[src/rtl/hart_timer_pkg.sv]
package hart_timer_pkg;
  localparam int WORD_W = 32;
  localparam int CNT_W  = 64;

  typedef enum logic [2:0] {
    SEL_NONE,
    SEL_CMP_LO,
    SEL_CMP_HI,
    SEL_TIME_LO,
    SEL_TIME_HI
  } reg_sel_e;
endpackage

[src/rtl/htm_decode.sv]
module htm_decode
  import hart_timer_pkg::*;
#(
  parameter int HARTS = 2,
  parameter int ADDR_W = 16,
  parameter logic [ADDR_W-1:0] CMP_BASE = '0,
  parameter logic [ADDR_W-1:0] TIME_BASE = '0
) (
  input  logic [ADDR_W-1:0] addr,
  output reg_sel_e          sel,
  output logic [HARTS-1:0]  hit
);
  localparam logic [ADDR_W:0] SPAN = (ADDR_W+1)'(HARTS * 8);
  localparam logic [ADDR_W-1:0] TIME_HI_ADDR = TIME_BASE + ADDR_W'(4);

  logic [ADDR_W-1:0] off;
  logic [ADDR_W:0]   off_x;
  logic              in_cmp;

  assign off    = addr - CMP_BASE;
  assign off_x  = {1'b0, off};
  assign in_cmp = (addr >= CMP_BASE) && (off_x < SPAN);

  for (genvar g = 0; g < HARTS; g++) begin : g_hit
    assign hit[g] = in_cmp && (off[ADDR_W-1:3] == (ADDR_W-3)'(g));
  end

  always_comb begin
    sel = SEL_NONE;
    if (in_cmp) begin
      if (off[2:0] == 3'd0)      sel = SEL_CMP_LO;
      else if (off[2:0] == 3'd4) sel = SEL_CMP_HI;
    end else if (addr == TIME_BASE) begin
      sel = SEL_TIME_LO;
    end else if (addr == TIME_HI_ADDR) begin
      sel = SEL_TIME_HI;
    end
  end
endmodule

[src/rtl/htm_counter.sv]
module htm_counter
  import hart_timer_pkg::*;
(
  input  logic             clk,
  input  logic             rst,
  input  logic             tick_en,
  output logic [CNT_W-1:0] count_q
);
  always_ff @(posedge clk) begin
    if (rst)          count_q <= '0;
    else if (tick_en) count_q <= count_q + CNT_W'(1);
  end
endmodule

[src/rtl/htm_cmp_slot.sv]
module htm_cmp_slot
  import hart_timer_pkg::*;
(
  input  logic              clk,
  input  logic              rst,
  input  logic              wr_lo,
  input  logic              wr_hi,
  input  logic [WORD_W-1:0] wdata,
  input  logic [CNT_W-1:0]  now,
  output logic [CNT_W-1:0]  cmp_q,
  output logic              irq_q
);
  always_ff @(posedge clk) begin
    if (rst) begin
      cmp_q <= '0;
      irq_q <= 1'b0;
    end else begin
      if (wr_lo) cmp_q[WORD_W-1:0]     <= wdata;
      if (wr_hi) cmp_q[CNT_W-1:WORD_W] <= wdata;
      irq_q <= (cmp_q <= now);
    end
  end
endmodule

[src/rtl/hart_timer.sv]
module hart_timer
  import hart_timer_pkg::*;
#(
  parameter int HARTS = 2,
  parameter int ADDR_W = 16,
  parameter logic [ADDR_W-1:0] CMP_BASE = '0,
  parameter logic [ADDR_W-1:0] TIME_BASE = ADDR_W'(16'hBFF8)
) (
  input  logic              clk,
  input  logic              rst,
  input  logic              tick_en,
  input  logic              bus_valid,
  output logic              bus_ready,
  input  logic              bus_we,
  input  logic [ADDR_W-1:0] bus_addr,
  input  logic [WORD_W-1:0] bus_wdata,
  output logic              rsp_valid,
  output logic [WORD_W-1:0] rsp_rdata,
  output logic [HARTS-1:0]  irq_o
);
  logic                   accept;
  logic                   wr_acc;
  reg_sel_e               sel;
  logic [HARTS-1:0]       hit;
  logic [CNT_W-1:0]       time_q;
  logic [HARTS*CNT_W-1:0] cmp_flat;
  logic [WORD_W-1:0]      rd_word;

  assign accept = bus_valid && bus_ready;
  assign wr_acc = accept && bus_we;

  htm_decode #(
    .HARTS(HARTS), .ADDR_W(ADDR_W), .CMP_BASE(CMP_BASE), .TIME_BASE(TIME_BASE)
  ) u_dec (
    .addr(bus_addr), .sel(sel), .hit(hit)
  );

  htm_counter u_cnt (
    .clk(clk), .rst(rst), .tick_en(tick_en), .count_q(time_q)
  );

  for (genvar h = 0; h < HARTS; h++) begin : g_slot
    htm_cmp_slot u_slot (
      .clk  (clk),
      .rst  (rst),
      .wr_lo(wr_acc && hit[h] && (sel == SEL_CMP_LO)),
      .wr_hi(wr_acc && hit[h] && (sel == SEL_CMP_HI)),
      .wdata(bus_wdata),
      .now  (time_q),
      .cmp_q(cmp_flat[h*CNT_W +: CNT_W]),
      .irq_q(irq_o[h])
    );
  end

  always_comb begin
    rd_word = '0;
    for (int h = 0; h < HARTS; h++) begin
      if (hit[h] && sel == SEL_CMP_LO) rd_word = rd_word | cmp_flat[h*CNT_W +: WORD_W];
      if (hit[h] && sel == SEL_CMP_HI) rd_word = rd_word | cmp_flat[h*CNT_W+WORD_W +: WORD_W];
    end
    if (sel == SEL_TIME_LO) rd_word = time_q[WORD_W-1:0];
    if (sel == SEL_TIME_HI) rd_word = time_q[CNT_W-1:WORD_W];
  end

  always_ff @(posedge clk) begin
    if (rst) begin
      bus_ready <= 1'b0;
      rsp_valid <= 1'b0;
      rsp_rdata <= '0;
    end else begin
      bus_ready <= 1'b1;
      rsp_valid <= accept;
      if (accept) rsp_rdata <= bus_we ? '0 : rd_word;
    end
  end
endmodule

[config.mk]
export PLATFORM = sky130hd
export DESIGN_NAME = hart_timer
export DESIGN_NICKNAME = d
export VERILOG_FILES = /design/src/rtl/hart_timer_pkg.sv /design/src/rtl/htm_decode.sv /design/src/rtl/htm_counter.sv /design/src/rtl/htm_cmp_slot.sv /design/src/rtl/hart_timer.sv
export SDC_FILE = /design/constraint.sdc
export NUM_CORES = 1
export LEC_CHECK = 0
export BUFFER_PORTS_ARGS = -buffer_cell sky130_fd_sc_hd__buf_4
export CORE_MARGIN = 1.5
export CORE_UTILIZATION = 55
export CTS_BUF_LIST = sky130_fd_sc_hd__clkbuf_16
export CTS_CLUSTER_SIZE = 25
export DETAILED_ROUTE_END_ITERATION = 16
export MAX_ROUTING_LAYER = met4
export PLACE_DENSITY_LB_ADDON = 0.15
export SLEW_MARGIN = 20
export SYNTH_ARGS = -nofsm -noshare
export SYNTH_HDL_FRONTEND = slang
export SYNTH_HIERARCHICAL = 1
export SYNTH_SLANG_ARGS = --single-unit
[constraint.sdc]
create_clock -name clk -period 4.33 [get_ports clk]
set_input_delay 0.433 -clock clk [delete_from_list [all_inputs] [get_ports clk]]
set_output_delay 0.433 -clock clk [all_outputs]
set_load 0.01 [all_outputs]
==> flow_summary.toml <==
[worst_setup_path]
crit_arrival_ps = 3350
r2r_start = "u_cnt/count_q[57]"
crit_slowest_cell = "nor2b_4"
path_max_fanout = 17
cp.depth = 10
r2r_setup_slack_ps = 1510
critical_path.top_delay_family = "simple AND/OR/NAND/NOR gates"
worstReg2RegEnd = "g_slot[0].u_slot/irq_q"
crit_type = "in2reg"
worstRegToRegCells = 8
cpPeakStageDelay_ps = 630
crit_top_cell = "buf_4"
crit_chain = "buf_4, or4_1, nor2_2, nand2_2, a2111oi_4, and4bb_2, nor2b_4, buf_4, mux2i_1, nor2_1"
cp-start-kind = "input pin"
cp-end-kind = "flop"
required_ps = 4720
path_buf_inv = 2

[job]
cap_viol_max_count = 0

[finish]
drive_above_1_share_pct = 11.9
area_delta_synth_final_pct = 12.5
fin_nets = 1838
insertedDiodeCount = 0
multi_input_area_um2 = 8490
final_util_pct = 62.9
seq_area_um2 = 4560
nFillCells = 2245

[sta]
fin_setup_tns_ps = 0
max_slew_margin_pct = 27.7
fin_crit_ps = 2960
slew_violations = 0
setup_viol = 0
rsz0062_at_grt = "no"
tightest_slew_ps = 1080
fmaxAchievable_mhz = 338
setup_ws_ps = 1370
hold_violations = 0
min_period_over_period_pct = 68.3
fin_hold_ws_ps = 159
fin_skew_ps = 8.69

[floorplan]
die_area_um2 = 26500
coreArea_um2 = 25100
initial_core_util_pct = 55.9
dieHeight_um = 163
num_rows = 58
die-width_um = 163
boundaryPins = 89

[synth]
yosysSeqAreaShare_pct = 32.5
synth_edf_count = 0
async_flop_share_pct = 0
synth_fa_ha_area_share_pct = 11.5
synth_simple_gate_area_share_pct = 20.8
synth_xor_area_share_pct = 2.31
synthesis.area_um2 = 14000
synthMuxAreaShare_pct = 9.28
synth_top_family_by_area = "simple AND/OR/NAND/NOR gates"
ys_seq_elements = 228
yosys_warnings = 6
avgSynthCellArea_um2 = 8.70
synth_cells = 1612
synth_compound_area_share_pct = 16.1
netlist-cell-type-count = 70
synth_nets = 1794
ys.flop_type = "dfxtp_1"

[clock_network]
cts.sinks = 228
numCtsBuffers = 26
postCtsSetupBuffers = 0
cts-root-buf = "clkbuf_16"
cts_hold_buf = 0
clkLatencyLatePin_ps = 540
clock_path_buffers = 3
post_cts_resized = 0
h-tree-depth = 1
clkTransAtPathRegs_ps = 70
cts_tree = "done"

[detailed_routing]
ant_nets = 0
wl_per_cell_um = 20.7
drt_iter0_markers = 1166
drt-total-wl_mm = 41.4
via_per_inst = 6.24
post-route-drc-count = 0
dr.pass1.iters = 8
num_vias = 12500

[min_path]
hold_path_class = "in2reg"
min_from = "bus_wdata[15]"
hold_depth = 3
whs_endpoint = "g_slot[0].u_slot/cmp_q[15]"

[power]
p_sw_w = 0.00103
p_int_w = 0.00359
switching_share_pct = 22.3
p_leak_nw = 5.55
p_comb_share_pct = 3.7
seqPwrFrac_pct = 45.6
power_frac_clock_pct = 50.7
power.total_w = 0.00462
power_density_nw_per_um2 = 293
peakVddDrop_mv = 0.250

[global_routing]
grt_overflow = 0
grt_pass1_wl_mm = 65.4
grt_pass1_vias = 11900
antenna_found_initial = 0
grtUsageTotal_pct = 32.0
grt_max_degree = 104

[place]
portBuffers = 88
gp_congestion = 0.876
pre_cts_ws_ps = 829
dp_hpwl_mm = 29.3

[run_status]
run_status = "complete, no violations"
synth_stat cells (all sizes together), types with 36 or more instances:
library cell | count | area share, %
inv | 150 | 4.0
nor2 | 189 | 5.1
a21o | 36 | 1.9
buf | 48 | 2.1
a21oi | 69 | 2.5
dfxtp | 228 | 33
ha | 129 | 12
a22oi | 64 | 3.4
clkbuf | 50 | 1.3
nand4 | 62 | 3.1
a221oi | 36 | 2.5
nand2 | 84 | 2.3
mux2i | 129 | 9.2
power groups by stage:
| stage | logic [W] | registers, W | clock network, W |
|---|---|---|---|
| global route | 0.000182 | 0.00211 | 0.00246 |
| global placement | 0.000166 | 0.00216 | 0 |
| CTS | 0.000169 | 0.00211 | 0.00237 |
| detailed placement | 0.000168 | 0.00216 | 0 |
| finish | 0.000171 | 0.00211 | 0.00234 |
| floorplan | 0.0000786 | 0.00216 | 0 |
flip-flops by register name (all words and copies together) (netlist names):
register / count
g_slot.u_slot/cmp_q: 128
u_cnt/count_q: 64
rsp_rdata: 32
g_slot.u_slot/irq_q: 2
bus_ready: 1
rsp_valid: 1
cells in the final DEF (no fill, tap or decap), drive strengths merged, types with 34 or more instances in the layout:
cell type,n
a21o,36
a21oi,69
a221oi,36
a22oi,64
buf,114
dfxtp,228
ha,129
inv,157
mux2i,129
nand2,84
nand3,34
nand4,62
nor2,189
o21ai,34
layout make-up:
cell class              instances  share of cell area, %
clock inverters                21                   1.43
repair buffers                114                   5.44
clock buffers                  27                   4.28
well taps                     330                   2.61
multi-input cells            1136                   53.8
flip-flops and latches        228                   28.9
inverters                     150                   3.57
per-layer routing:
| metal | wire length, um | vias to the layer above | GRT usage (%) |
|---|---|---|---|
| li1 | - | 5947 | - |
| met1 | 18500 | 6050 | 42.1 |
| met2 | 19400 | 443 | 51.6 |
| met3 | 2540 | 82 | 3.74 |
| met4 | 1020 | 0 | 9.13 |
| met5 | 0 | - | - |
kinds of logic (layout without fill, tap and decap cells):
kind of cell,after synthesis,in the layout
AOI/OAI and AO/OA,312,312
muxes,130,130
adders and majority gates,129,129
xor gates and xnor gates,37,37
buffers and inverters,248,312
DFF,228,228
and+or+nand+nor,528,528
through the flow:
| step | std cells | instance area (um2) |
|---|---|---|
| final | 2006 | 15800 |
| after global routing | 2006 | 15800 |
| after floorplan | 1612 | 14000 |
| after detailed placement | 1958 | 14900 |
| after CTS | 2006 | 15800 |
| after global placement | 1958 | 14900 |
worst max-delay path by stage:
stage                                  to  slack [ps]          from
3_5_place_dp   g_slot[0].u_slot/cmp_q[14]         830  bus_addr[11]
5_1_grt        g_slot[0].u_slot/cmp_q[12]        1200  bus_addr[11]
3_3_place_gp   g_slot[0].u_slot/cmp_q[19]         890  bus_addr[12]
4_1_cts        g_slot[0].u_slot/cmp_q[12]        1360  bus_addr[11]
2_1_floorplan  g_slot[0].u_slot/cmp_q[23]        1180  bus_addr[12]
6_report       g_slot[0].u_slot/cmp_q[12]        1370  bus_addr[11]
worst register-to-register path, cell delays in order, from the launching register on:
cell and delay [ps]:
dfxtp_1 470, inv_1 80, ha_1 320, nand4_1 130
nor4_1 910, nand4_1 230, a31oi_1 250, a2111oi_1 80
a41o_1 230
(Power assumes the default switching activity.)
